===== config.mk =====
export PLATFORM = sky130hd
export DESIGN_NAME = sd_init_seq
export DESIGN_NICKNAME = d
export VERILOG_FILES = /design/src/rtl/sd_init_pkg.sv /design/src/rtl/sd_init_warmup.sv /design/src/rtl/sd_init_poll.sv /design/src/rtl/sd_init_cmdgen.sv /design/src/rtl/sd_init_seq.sv
export SDC_FILE = /design/constraint.sdc
export NUM_CORES = 1
export LEC_CHECK = 0
export CAP_MARGIN = 0
export CORE_MARGIN = 5
export CORE_UTILIZATION = 30
export DETAILED_ROUTE_END_ITERATION = 16
export GPL_ROUTABILITY_DRIVEN = 0
export PLACE_DENSITY = 0.64
export SETUP_SLACK_MARGIN = 0.15
export SLEW_MARGIN = 40
export SYNTH_ARGS = -nofsm -noshare
export SYNTH_HDL_FRONTEND = slang
export SYNTH_HIERARCHICAL = 1
export SYNTH_SLANG_ARGS = --single-unit

===== constraint.sdc =====
create_clock -name clk_i -period 2.8 [get_ports clk_i]
set_clock_uncertainty 0.15 [all_clocks]
set_input_delay 0.42 -clock clk_i [delete_from_list [all_inputs] [get_ports clk_i]]
set_output_delay 0.42 -clock clk_i [all_outputs]
set_load 0.02 [all_outputs]

===== src/rtl/sd_init_pkg.sv =====
package sd_init_pkg;

  typedef enum logic [3:0] {
    S_IDLE, S_WARM, S_GO_IDLE, S_OP_QUERY, S_OP_POLL, S_GET_CID, S_GET_RCA,
    S_SEL1, S_CD_OFF, S_STATUS, S_DESEL, S_GET_CSD, S_GET_CID2, S_SEL2, S_WIDTH
  } step_e;

  typedef enum logic [1:0] {PH_APP, PH_APP_WAIT, PH_CMD, PH_CMD_WAIT} phase_e;

  typedef enum logic [2:0] {
    E_NONE = 3'd0, E_NOT_SD = 3'd1, E_RETRY = 3'd2, E_RCA0 = 3'd3,
    E_TYPE = 3'd4, E_APP = 3'd5, E_TIMEOUT = 3'd6
  } err_e;

  localparam logic [5:0] APP_PREFIX = 6'd55;
  localparam int unsigned APP_STAT_BIT = 5;

  function automatic logic is_app(step_e s);
    return s inside {S_OP_QUERY, S_OP_POLL, S_CD_OFF, S_STATUS, S_WIDTH};
  endfunction

endpackage


===== src/rtl/sd_init_warmup.sv =====
module sd_init_warmup #(
  parameter int unsigned CLKS = 80
) (
  input  logic clk_i,
  input  logic rst_ni,
  input  logic run_i,
  output logic done_o
);
  localparam int unsigned CW = $clog2(CLKS + 1);
  localparam logic [CW-1:0] LAST = CW'(CLKS - 1);

  logic [CW-1:0] cnt_q;

  always_ff @(posedge clk_i or negedge rst_ni) begin
    if (!rst_ni)      cnt_q <= '0;
    else if (!run_i)  cnt_q <= '0;
    else if (!done_o) cnt_q <= cnt_q + 1'b1;
  end

  assign done_o = run_i && (cnt_q == LAST);
endmodule


===== src/rtl/sd_init_poll.sv =====
module sd_init_poll #(
  parameter int unsigned W = 8
) (
  input  logic         clk_i,
  input  logic         rst_ni,
  input  logic         clr_i,
  input  logic         busy_i,
  input  logic [W-1:0] limit_i,
  output logic         last_o
);
  logic [W-1:0] cnt_q;

  always_ff @(posedge clk_i or negedge rst_ni) begin
    if (!rst_ni)      cnt_q <= '0;
    else if (clr_i)   cnt_q <= '0;
    else if (busy_i)  cnt_q <= cnt_q + 1'b1;
  end

  // this busy response exhausts the budget
  assign last_o = ({1'b0, cnt_q} + 1'b1) >= {1'b0, limit_i};
endmodule


===== src/rtl/sd_init_cmdgen.sv =====
module sd_init_cmdgen
  import sd_init_pkg::*;
#(
  parameter logic [23:0] VDD_MASK = 24'hFF8000
) (
  input  step_e        step_i,
  input  logic [15:0]  rca_i,
  input  logic [23:0]  win_i,
  input  logic         wide_i,
  output logic [5:0]   idx_o,
  output logic [31:0]  arg_o
);
  logic [31:0] addr_arg;
  assign addr_arg = {rca_i, 16'h0};

  always_comb begin
    idx_o = 6'd0;
    arg_o = 32'h0;
    unique case (step_i)
      S_OP_QUERY: idx_o = 6'd41;
      S_OP_POLL:  begin idx_o = 6'd41; arg_o = {8'h40, win_i & VDD_MASK}; end
      S_GET_CID:  idx_o = 6'd2;
      S_GET_RCA:  idx_o = 6'd3;
      S_SEL1,
      S_SEL2:     begin idx_o = 6'd7;  arg_o = addr_arg; end
      S_CD_OFF:   idx_o = 6'd42;
      S_STATUS:   idx_o = 6'd13;
      S_DESEL:    idx_o = 6'd7;
      S_GET_CSD:  begin idx_o = 6'd9;  arg_o = addr_arg; end
      S_GET_CID2: begin idx_o = 6'd10; arg_o = addr_arg; end
      S_WIDTH:    begin idx_o = 6'd6;  arg_o = wide_i ? 32'd2 : 32'd0; end
      default:    ;
    endcase
  end
endmodule


===== src/rtl/sd_init_seq.sv =====
module sd_init_seq
  import sd_init_pkg::*;
#(
  parameter int unsigned WARMUP_CLKS = 80,
  parameter int unsigned RETRY_W     = 8,
  parameter int unsigned RSP_W       = 128,
  parameter logic [23:0] VDD_MASK    = 24'hFF8000
) (
  input  logic               clk_i,
  input  logic               rst_ni,
  input  logic               start_i,
  input  logic [RETRY_W-1:0] retry_limit_i,
  input  logic               cd_off_i,
  input  logic               wide_i,
  output logic               cmd_start_o,
  output logic [5:0]         cmd_idx_o,
  output logic [31:0]        cmd_arg_o,
  output logic               cmd_app_o,
  input  logic               rsp_valid_i,
  input  logic               rsp_timeout_i,
  input  logic [RSP_W-1:0]   rsp_data_i,
  output logic               sdclk_en_o,
  output logic               cmd_hi_o,
  output logic               done_o,
  output logic               err_o,
  output logic [2:0]         err_code_o,
  output logic [15:0]        rca_o,
  output logic [31:0]        ocr_o,
  output logic               ccs_o,
  output logic [RSP_W-1:0]   cid_o,
  output logic [RSP_W-1:0]   csd_o
);
  step_e             st_q;
  phase_e            ph_q;
  err_e              err_q;
  logic              done_q, cd_q, wide_q, ccs_q;
  logic [15:0]       rca_q;
  logic [31:0]       ocr_q;
  logic [23:0]       win_q;
  logic [RSP_W-1:0]  cid_q, csd_q;
  logic              warm_done, poll_last, poll_busy, active, issuing;
  logic [5:0]        gen_idx;
  logic [31:0]       gen_arg;
  step_e             nxt;

  sd_init_warmup #(.CLKS(WARMUP_CLKS)) u_warm (
    .clk_i, .rst_ni, .run_i(st_q == S_WARM), .done_o(warm_done)
  );

  assign poll_busy = (st_q == S_OP_POLL) && (ph_q == PH_CMD_WAIT) &&
                     rsp_valid_i && !rsp_timeout_i && !rsp_data_i[31];

  sd_init_poll #(.W(RETRY_W)) u_poll (
    .clk_i, .rst_ni, .clr_i(st_q == S_WARM), .busy_i(poll_busy),
    .limit_i(retry_limit_i), .last_o(poll_last)
  );

  sd_init_cmdgen #(.VDD_MASK(VDD_MASK)) u_gen (
    .step_i(st_q), .rca_i(rca_q), .win_i(win_q), .wide_i(wide_q),
    .idx_o(gen_idx), .arg_o(gen_arg)
  );

  always_comb begin
    unique case (st_q)
      S_GO_IDLE:  nxt = S_OP_QUERY;
      S_OP_QUERY: nxt = S_OP_POLL;
      S_OP_POLL:  nxt = S_GET_CID;
      S_GET_CID:  nxt = S_GET_RCA;
      S_GET_RCA:  nxt = S_SEL1;
      S_SEL1:     nxt = cd_q ? S_CD_OFF : S_STATUS;
      S_CD_OFF:   nxt = S_STATUS;
      S_STATUS:   nxt = S_DESEL;
      S_DESEL:    nxt = S_GET_CSD;
      S_GET_CSD:  nxt = S_GET_CID2;
      S_GET_CID2: nxt = S_SEL2;
      S_SEL2:     nxt = S_WIDTH;
      default:    nxt = S_IDLE;
    endcase
  end

  always_ff @(posedge clk_i or negedge rst_ni) begin
    if (!rst_ni) begin
      st_q <= S_IDLE;  ph_q <= PH_CMD;  err_q <= E_NONE;  done_q <= 1'b0;
      cd_q <= 1'b0;    wide_q <= 1'b0;  ccs_q <= 1'b0;    rca_q <= '0;
      ocr_q <= '0;     win_q <= '0;     cid_q <= '0;      csd_q <= '0;
    end else begin
      unique case (st_q)
        S_IDLE: if (start_i) begin
          st_q <= S_WARM;  err_q <= E_NONE;  done_q <= 1'b0;  ccs_q <= 1'b0;
          rca_q <= '0;     ocr_q <= '0;      cd_q <= cd_off_i; wide_q <= wide_i;
        end
        S_WARM: if (warm_done) begin
          st_q <= S_GO_IDLE;  ph_q <= PH_CMD;
        end
        default: begin
          unique case (ph_q)
            PH_APP: ph_q <= PH_APP_WAIT;
            PH_CMD: ph_q <= PH_CMD_WAIT;
            PH_APP_WAIT: begin
              if (rsp_timeout_i || (rsp_valid_i && !rsp_data_i[APP_STAT_BIT])) begin
                err_q <= E_APP;  st_q <= S_IDLE;
              end else if (rsp_valid_i) ph_q <= PH_CMD;
            end
            PH_CMD_WAIT: begin
              if (rsp_timeout_i) begin
                err_q <= (st_q inside {S_OP_QUERY, S_OP_POLL}) ? E_NOT_SD : E_TIMEOUT;
                st_q  <= S_IDLE;
              end else if (rsp_valid_i) begin
                st_q <= nxt;
                ph_q <= is_app(nxt) ? PH_APP : PH_CMD;
                unique case (st_q)
                  S_OP_QUERY: begin ocr_q <= rsp_data_i[31:0]; win_q <= rsp_data_i[23:0]; end
                  S_OP_POLL: begin
                    ocr_q <= rsp_data_i[31:0];
                    if (rsp_data_i[31]) ccs_q <= rsp_data_i[30];
                    else if (poll_last) begin err_q <= E_RETRY; st_q <= S_IDLE; end
                    else begin st_q <= S_OP_POLL; ph_q <= PH_APP; end
                  end
                  S_GET_CID, S_GET_CID2: cid_q <= rsp_data_i;
                  S_GET_CSD: csd_q <= rsp_data_i;
                  S_GET_RCA:
                    if (rsp_data_i[31:16] == 16'h0) begin err_q <= E_RCA0; st_q <= S_IDLE; end
                    else rca_q <= rsp_data_i[31:16];
                  S_STATUS:
                    if (rsp_data_i[15:8] != 8'h0) begin err_q <= E_TYPE; st_q <= S_IDLE; end
                  S_WIDTH: done_q <= 1'b1;
                  default: ;
                endcase
              end
            end
            default: ;
          endcase
        end
      endcase
    end
  end

  assign active      = (st_q != S_IDLE);
  assign issuing     = active && (st_q != S_WARM) && (ph_q inside {PH_APP, PH_CMD});
  assign cmd_start_o = issuing;
  assign cmd_idx_o   = (ph_q == PH_APP) ? APP_PREFIX : gen_idx;
  assign cmd_arg_o   = (ph_q == PH_APP) ? {rca_q, 16'h0} : gen_arg;
  assign cmd_app_o   = issuing && (ph_q == PH_CMD) && is_app(st_q);
  assign sdclk_en_o  = active || done_q;
  assign cmd_hi_o    = active || done_q;
  assign done_o      = done_q;
  assign err_o       = (err_q != E_NONE);
  assign err_code_o  = err_q;
  assign rca_o       = rca_q;
  assign ocr_o       = ocr_q;
  assign ccs_o       = ccs_q;
  assign cid_o       = cid_q;
  assign csd_o       = csd_q;
endmodule


Word level (Yosys, flattened, before mapping)
Cells that the tools add are included.

cells by class
  mux-type cells = 71
  add/subtract/negate cells = 3
  eq/ne operators = 42
  bitwise gates (word level) = 4
  reduce and logical (&&, ||, !) cells = 51
  order comparisons = 1

operator list
  kind                  count
  $mux W32              6
  $mux W16              6
  $pmux W32 S3          1
  $pmux W32 S2          1
  $pmux W6 S9           1
  $pmux W4 S12          1
  $eq A4 B4 Y1 const B  10
  $mux W4               8
  $pmux W16 S2          1
  $mux W3               10
  $eq A4 B3 Y1 const B  5
  $mux W2               10
  $reduce_and A5 Y1     4
  $reduce_bool A2 Y1    10
  $reduce_and A6 Y1     3
  $logic_not A16 Y1     1
  $mux W8               2
  $pmux W4 S2           2
  $ne A5 B4 Y1 const B  3
  $mux W7               2
  $reduce_and A7 Y1     2
  $eq A4 B2 Y1 const B  3
  $ne A3 B2 Y1 const B  4
  $pmux W3 S2           2
  38 further kinds      74

word-level totals
  output and inout bits = 352
  register bits after elaboration = 356
  bits of input ports = 143
  logic and storage cells = 186

Longest topological paths before layout
Gate-level depths: netlist of the first run.

  word-level depth = 12
  mapped depth = 14
  mapped depth without buffers = 14

By module
Netlist of the first run, hierarchy kept.

by module, submodules not included
  module          area an instance (µm²)  seq. area each (µm²)  times used  cells each
  sd_init_seq     14138.6                 8534.4                1           952
  sd_init_poll    651.9                   200.2                 1           76
  sd_init_cmdgen  457.9                   0.0                   1           61
  sd_init_warmup  367.9                   175.2                 1           36

Worst setup path after synthesis of the first run
No wires, ideal clock.

  kind = reg2reg
  start = register u_poll.cnt_q[0]
  end = register err_q[0] (netlist: err_code_o[0])
  data arrival time = 2.773 ns
  stages on the path, launching flop included = 15
  required time = 2.525 ns
  clock period less this slack = 3.048 ns
  setup slack = -0.248 ns
  buffers on the path = 0
  setup time = 0.125 ns
  path through = dfrtp_1 -> ha_1 -> nand3_1 -> nor2_1 -> xor2_1 -> ha_1 -> a21oi_1 -> nand2_1 -> a221oi_1 -> o21ai_0 -> nand2b_1 -> a32o_1 -> a31oi_1 -> o32ai_2 -> mux2_4

between the ends
  cells in the longest elaborated chain, start to end = 4

ends and longest elaborated chain
  what                                 line                source
  from (decl)                          sd_init_poll.sv:11  logic [W-1:0] cnt_q;
  from (signal assigned)               sd_init_poll.sv:16  else if (busy_i) cnt_q <= cnt_q + 1'b1;
  $add A8 B1 Y9                        sd_init_poll.sv:20  assign last_o = ({1'b0, cnt_q} + 1'b1) >= {1'b0, limit_i};
  $ge A9 B8 Y1                         sd_init_poll.sv:20
  named net poll_last                  sd_init_seq.sv:41   logic warm_done, poll_last, poll_busy, active, issuing;
  $ne A5 B4 Y1 (no source line)        -
  $reduce_and A10 Y1 (no source line)  -
  to (signal assigned)                 sd_init_seq.sv:106  err_q <= (st_q inside {S_OP_QUERY, S_OP_POLL}) ? E_NOT_SD : E_TIMEOUT;
  to (decl)                            sd_init_seq.sv:35   err_e err_q;

The timed path passes the listed nets, and every way through them passes these cells.
A chain may end at the register's enable or synchronous reset.

Final worst setup path of the first run
Same ends and word-level chain as after synthesis.

==> results by group, run 1 <==
Power and ir drop
  • Int Pwr: ~12000 uW
  • Leakage: 0.0107 uW
  • Sw Ratio: 0.338
  • Clock power frac: 0.288
  • Comb power frac: 0.366
  • Power, Total: between 15000 and 20000 uW
  • Net Switching: roughly 6000 uW
  • Sequential share of power: 0.346
  • Pwr/cell area: 802 nW/um2
  • Max VDD drop: 0.000515 V

Die
  • Die width: around 230 um
  • Top Ports: roughly 500
  • Die footprint: 54800 um2
  • Chip Height: 234 um
  • Core Area: around 50000 um2
  • Row Count: 82
  • Initial Util: 0.302

Finish
  • Share of layout cells above drive strength 1: 0.186
  • Final Core Density: 0.456
  • Non-Filler Instances: between 2000 and 2500
  • Most common cell after layout, fill and taps aside: clkdlybuf4s50_1
  • Commonest cells after routing, fill and taps aside: 451 x clkdlybuf4s50_1, 336 x dfrtp_1, 257 x mux2_1
  • Fill cells: approximately 4600
  • Final layout net count: between 1500 and 2000
  • Synth-to-Final Area Change: 51.3%

Global routing
  • Largest net degree at the start of global routing: 70
  • Gr usage total: 0.168
  • Antenna violations before repair: 2
  • First-pass GRT wire length: around 72000 um
  • Gr ovfl total: 0
  • Number of global-route vias before repair: around 12000

Timing
  • Slew Viols, Final: 0
  • Unrepaired setup endpoints after global routing: true
  • Slew headroom: 0.614
  • Worst hold slack: ~250 ps
  • Worst Tran Pin Value: about 570 ps
  • Final setup vio count: 6
  • Tcrit/Tclk final: 1.08
  • Max frequency: ~330 MHz
  • Hold Violations, Final: 0
  • Min cycle time layout: ~3000 ps
  • Final WS setup: -221 ps

Clock network
  • CTS tree: done
  • CTS Buffer Depth: 3
  • Clock transition at path regs: 60 ps
  • Clock latency on the worst-skew pair: around 540 ps
  • Clock sink total: between 300 and 400
  • Htree depth: 2
  • TritonCTS Buffers: 40
  • Root buf cell: clkbuf_16

Worst setup path
  • CP Max Fanout: 3
  • Worst Setup End Kind: flop
  • Critical path class: flop to flop
  • Startpoint types: flop
  • Required time worst endpoint: between 3000 and 4000 ps
  • Worst EP arrival: about 3300 ps

Detailed routing
  • Routed len/inst: 20.4 um
  • Detail Route Antenna Nets: 0
  • Via count: between 10000 and 15000
  • DR vias/cell: about 4.6
  • DRC: 0
  • Final wirelength: approximately 48000 um
  • 1st-pass router iterations: 4
  • First-iteration detailed-routing DRC count: between 400 and 500

Synth
  • Synthesis Warnings: 6
  • Synth Cell Area: between 15000 and 20000 um2
  • Synth Instances: roughly 1100
  • Syn_area_per_cell: 13.8 um2

Job
  • Maxcap violations: 0

Placed design
  • IO Port Bufs: between 400 and 500
  • Dpl cells: about 2300
  • DP Wirelength: between 30000 and 40000 um

Status
  • Failing checks: negative setup slack
  • Status: finished with violations

Min path
  • Min-Delay Path Class: primary input to async pin
## repair_timing
action | in CTS | in global routing
endpoints found under the setup margin | 33 | 40
resized for setup | 63 | 155
gates cloned | 0 | 2
endpoints found under the hold margin | 50 | 0
hold buffers | 1 | 0
pin swaps | 3 | 21
setup buffers | 3 | 17
## power by group through the flow
stage               Clock (uW)  Combinational (uW)  Sequential (uW)
floorplan                    0                2510             7150
global placement             0                6230             6360
detailed placement           0                6350             6400
CTS                       5450                6380             6310
global route              5650                7120             6430
finish                    5260                6690             6320
## sequential cells by signal, summed over array words and instances, names as in the netlist
signal        count
cid_o           128
csd_o           128
ocr_o            32
rca_o            16
win_q             9
u_poll/cnt_q      8
u_warm/cnt_q      7
st_q              4
err_code_o        3
ph_q              2
ccs_o             1
cd_q              1
done_o            1
wide_q            1
## stage by stage
stage	area, um2	worst slack [ps]	setup TNS (ps)
after CTS	22400	-244	-3950
after floorplan	15100	-151	-151
after global placement	21000	-261	-864
after global routing	22800	-374	-1740
after detailed placement	21000	-272	-1020
final	22800	-221	-717
## cell type report
cell class | instances | area (um2) | area share
antenna | 2 | 5.00 | 0.000220
clock buffer | 55 | 1140 | 0.0499
clock inverter | 17 | 181 | 0.00796
inverter | 31 | 116 | 0.00510
multi-input combinational | 660 | 6120 | 0.268
sequential | 341 | 8540 | 0.375
tap | 672 | 841 | 0.0369
timing repair buffer | 577 | 5860 | 0.257
## metal layers
layer	track usage	vias up	share of wire	wire length, um
met5	0	-	0	0
met4	0.0527	0	0.031	1510
met3	0.0619	85	0.086	4110
met2	0.281	404	0.49	23600
met1	0.202	5470	0.39	18900
li1	-	4939	-	-
## final timing paths
check                      slack [ps]                         from                         to  depth (start not counted)
max                              -220  u_poll/cnt_q[0]$_DFFE_PN0P_  err_code_o[0]$_DFFE_PN0P_                         14
min                               250                       rst_ni      csd_o[74]$_DFFE_PN0P_                          2
max reg2reg                      -220  u_poll/cnt_q[0]$_DFFE_PN0P_  err_code_o[0]$_DFFE_PN0P_                         14
min reg2reg                       330        csd_o[50]$_DFFE_PN0P_      csd_o[50]$_DFFE_PN0P_                          1
max in group asynchronous        1420                       rst_ni        st_q[3]$_DFFE_PN0P_                          3
min in group clk_i                310                     cd_off_i           cd_q$_DFFE_PN0P_                          3
## critical path, cell delays in order (launching register included)
cell and delay [ps]:
dfrtp_1 420, ha_4 190, nand3_4 90, nor2_2 40, xor2_1 150, ha_1 340
a21oi_2 130, nand2_1 70, a221oi_2 290, o21ai_2 110, nand2b_1 90, a32o_2 150
a31oi_4 50, o32ai_4 310, mux2_4 320
(Power assumes the default switching activity.)
==> inputs of run 2 (changes only) <==
clock period = 2.47 ns   (was 2.8 ns; I/O delays follow)
==> run 2 against run 1 <==
  * The run still ends with negative setup slack left
  * Register-to-register slack got worse by 410 ps
  * Routed wire length increased by 13%
  * Design area increased by 15%
  * Combinational power increased by 41%
  * Core utilization increased by 6.8 points
  * Setup slack got worse by 410 ps
  * Critical path type unchanged
  * Highest routed layer unchanged
==> results by group, run 2 (synthesis gave the netlist of run 1 again) <==
Detailed routing
  • DR vias/cell: 4.66 (+0.61%)
  • 1st-pass router iterations: 4 (unchanged)
  • Routed len/inst: 21.7 um (+6.4%)
  • First-iteration detailed-routing DRC count: 460 (+10%)
  • Final wirelength: 54400 um (+13%)
  • Via count: 11658 (+7.0%)
  • Detail Route Antenna Nets: 0 (unchanged)
  • DRC: 0 (unchanged)

Placed design
  • IO Port Bufs: 480 (unchanged)
  • Pre-CTS setup slack: -684 ps (-413 ps)
  • DP Wirelength: 35300 um (+1.6%)
  • Dpl cell area: 21500 um2 (+2.5%)

Finish
  • Ant diodes: 0 (-2)
  • Final Core Density: 0.525 (+0.0685)
  • Reg area: 8540 um2 (about the same)
  • Design Area, Final: 26200 um2 (+15%)
  • Share of layout cells above drive strength 1: 0.393 (+0.207)
  • Commonest cells after routing, fill and taps aside: 450 x clkdlybuf4s50_1, 337 x dfrtp_1, 278 x mux2_4
  • Fill cells: 4187 (-8.4%)
  • Synth-to-Final Area Change: 74.0%
  • Final layout net count: 1960 (+8.6%)
  • Most common cell after layout, fill and taps aside: clkdlybuf4s50_1
  • Area occupied by multi-input gates: 7240 um2 (+18%)

Timing
  • Final WS setup: -626 ps (-405 ps)
  • Final setup vio count: 313 (+307)
  • Unrepaired setup endpoints after global routing: true
  • Setup_tns: -24310 ps (-23590 ps)
  • Min cycle time layout: 3100 ps (+75.5 ps)
  • Slew Viols, Final: 0 (unchanged)
  • Worst Tran Pin Value: 603 ps (+29.5 ps)
  • Worst hold slack: 219 ps (-33.2 ps)
  • Slew headroom: 0.598 (-0.0161)
  • Max frequency: 323 MHz (-2.4%)
  • Tcrit/Tclk final: 1.25 (+0.175)
  • Hold Violations, Final: 0 (unchanged)

Worst setup path
  • Startpoint types: flop
  • Crit path largest cell delay: 410 ps (about the same)
  • Slowest CP cell: dfrtp_1
  • Cell Chain, Critical Path: and3_1 -> nand3_2 -> nor2_1 -> xor2_1 -> ha_1 -> and4_1 -> o21ai_0 -> o21ai_2 -> nand2b_1 -> a32o_2 -> a31oi_4 -> o32ai_4 -> mux2_4
  • Required time worst endpoint: 2740 ps (-330 ps)
  • CP Max Fanout: 3 (unchanged)
  • CP bufs+invs: 0 (unchanged)
  • Worst EP arrival: 3360 ps (+70 ps)
  • Critical path class: flop to flop
  • Worst Setup End Kind: flop
  • Cell family with most CP delay: compound AO/OA/AOI/OAI gates

Power and ir drop
  • Max VDD drop: 0.000564 V (+9.4%)
  • Clock power frac: 0.249 (-0.039)
  • Sw Ratio: 0.335 (-0.00293)
  • Net Switching: 7430 uW (+20%)
  • Int Pwr: 14700 uW (+22%)
  • Sequential share of power: 0.326 (-0.020)
  • Leakage: 0.0119 uW (+11%)
  • Pwr/cell area: 845 nW/um2 (+5.4%)
  • Comb power frac: 0.425 (+0.059)

Status
  • Failing checks: negative setup slack
  • Status: finished with violations

Die
  • Initial Util: 0.302 (unchanged)
  • Chip Height: 234 um (unchanged)
  • Core Area: 50000 um2 (unchanged)
  • Die footprint: 54800 um2 (unchanged)
  • Top Ports: 495 (unchanged)
  • Row Count: 82 (unchanged)
  • Die width: 234 um (unchanged)

Clock network
  • Clock sink total: 341 (unchanged)
  • CTS tree: done
  • CTS Buffer Depth: 3 (unchanged)
  • Root buf cell: clkbuf_16
  • Clock latency on the worst-skew pair: 550 ps (about the same)
  • TritonCTS Buffers: 40 (unchanged)
  • Htree depth: 2 (unchanged)
  • Clock transition at path regs: 60 ps (about the same)

Job
  • Maxcap violations: 0 (unchanged)

Global routing
  • Number of global-route vias before repair: 13055 (+10%)
  • Most used routing layer: met2
  • Largest net degree at the start of global routing: 67 (-4.3%)
  • GRT met3 Usage: 0.0613 (-0.000605)
  • Gr usage total: 0.189 (+0.0211)
  • Met1 Use GR: 0.218 (+0.0155)
  • First-pass GRT wire length: 80300 um (+12%)
  • Antenna violations before repair: 0 (-2)
  • GR Util met2: 0.340 (+0.0590)
  • Gr ovfl total: 0 (unchanged)

Min path
  • Min-Delay Path Class: primary input to async pin
==> run 2: changes by cell type in the layout (fill, tap and decap cells not counted), moves of 20 or more <==
| cell | change |
|---|---|
| buf_12 | +35 |
| buf_16 | +24 |
| buf_4 | +42 |
| mux2_4 | +266 |
| buf_6 | +44 |
| mux2_1 | -238 |
| mux2_2 | -28 |
| buf_8 | +20 |
==> run 2: area by class of cell <==
cell class / count / share of cell area
sequential: 341 / 0.326
timing repair buffer: 734 / 0.316
multi-input combinational: 659 / 0.276
clock buffer: 59 / 0.0436
tap: 672 / 0.0321
inverter: 31 / 0.00444
clock inverter: 8 / 0.00219
==> run 2: stage by stage <==
| step | power, uW | instances |
|---|---|---|
| 2_1_floorplan | 11000 | 1108 |
| 3_3_place_gp | 14500 | 2314 |
| 3_5_place_dp | 14600 | 2314 |
| 4_1_cts | 21700 | 2490 |
| 5_1_grt | 23200 | 2504 |
| 6_report | 22100 | 2504 |
==> run 2: what timing repair did <==
item                       4_1_cts  5_1_grt
gates cloned                    23        0
gates resized for setup        521      129
hold endpoints to repair        56        0
hold buffers                     1        0
pin swaps                       24       25
setup endpoints to repair      314      363
buffers inserted                85       14
==> run 2: worst register-to-register path, cell delays in order, from the launching register on <==
cell,delay [ps]
dfrtp_1,410
and3_1,220
nand3_2,100
nor2_1,140
xor2_1,80
ha_1,310
and4_1,200
o21ai_0,100
o21ai_2,230
nand2b_1,90
a32o_2,260
a31oi_4,230
o32ai_4,140
mux2_4,310
==> run 2: power groups by stage <==
stage          logic [uW]  clock network [uW]  registers [uW]
6_report             9420                5510            7210
3_3_place_gp         7300                   0            7190
5_1_grt              9930                5910            7330
3_5_place_dp         7400                   0            7220
2_1_floorplan        2860                   0            8110
4_1_cts              8910                5650            7170
==> run 2: per-layer routing <==
layer,up-vias,share of wire,wire length (um)
met5,-,0,0
met1,5967,0.38,20900
met4,0,0.023,1270
li1,5235,-,-
met3,76,0.077,4180
met2,380,0.52,28000
==> run 2: path summary, 6_finish.rpt <==
kind	startpoint	end	slack [ps]	depth (start not counted)
hold reg to reg	cid_o[118]$_DFFE_PN0P_	cid_o[118]$_DFFE_PN0P_	330	1
hold / removal	rst_ni	cid_o[61]$_DFFE_PN0P_	220	2
max in group asynchronous	rst_ni	u_poll/cnt_q[2]$_DFFE_PN0P_	1130	3
min in group clk_i	rsp_data_i[118]	cid_o[118]$_DFFE_PN0P_	300	2
setup / recovery	u_poll/cnt_q[1]$_DFFE_PN0P_	err_code_o[0]$_DFFE_PN0P_	-630	13
setup reg to reg	u_poll/cnt_q[1]$_DFFE_PN0P_	err_code_o[0]$_DFFE_PN0P_	-630	13
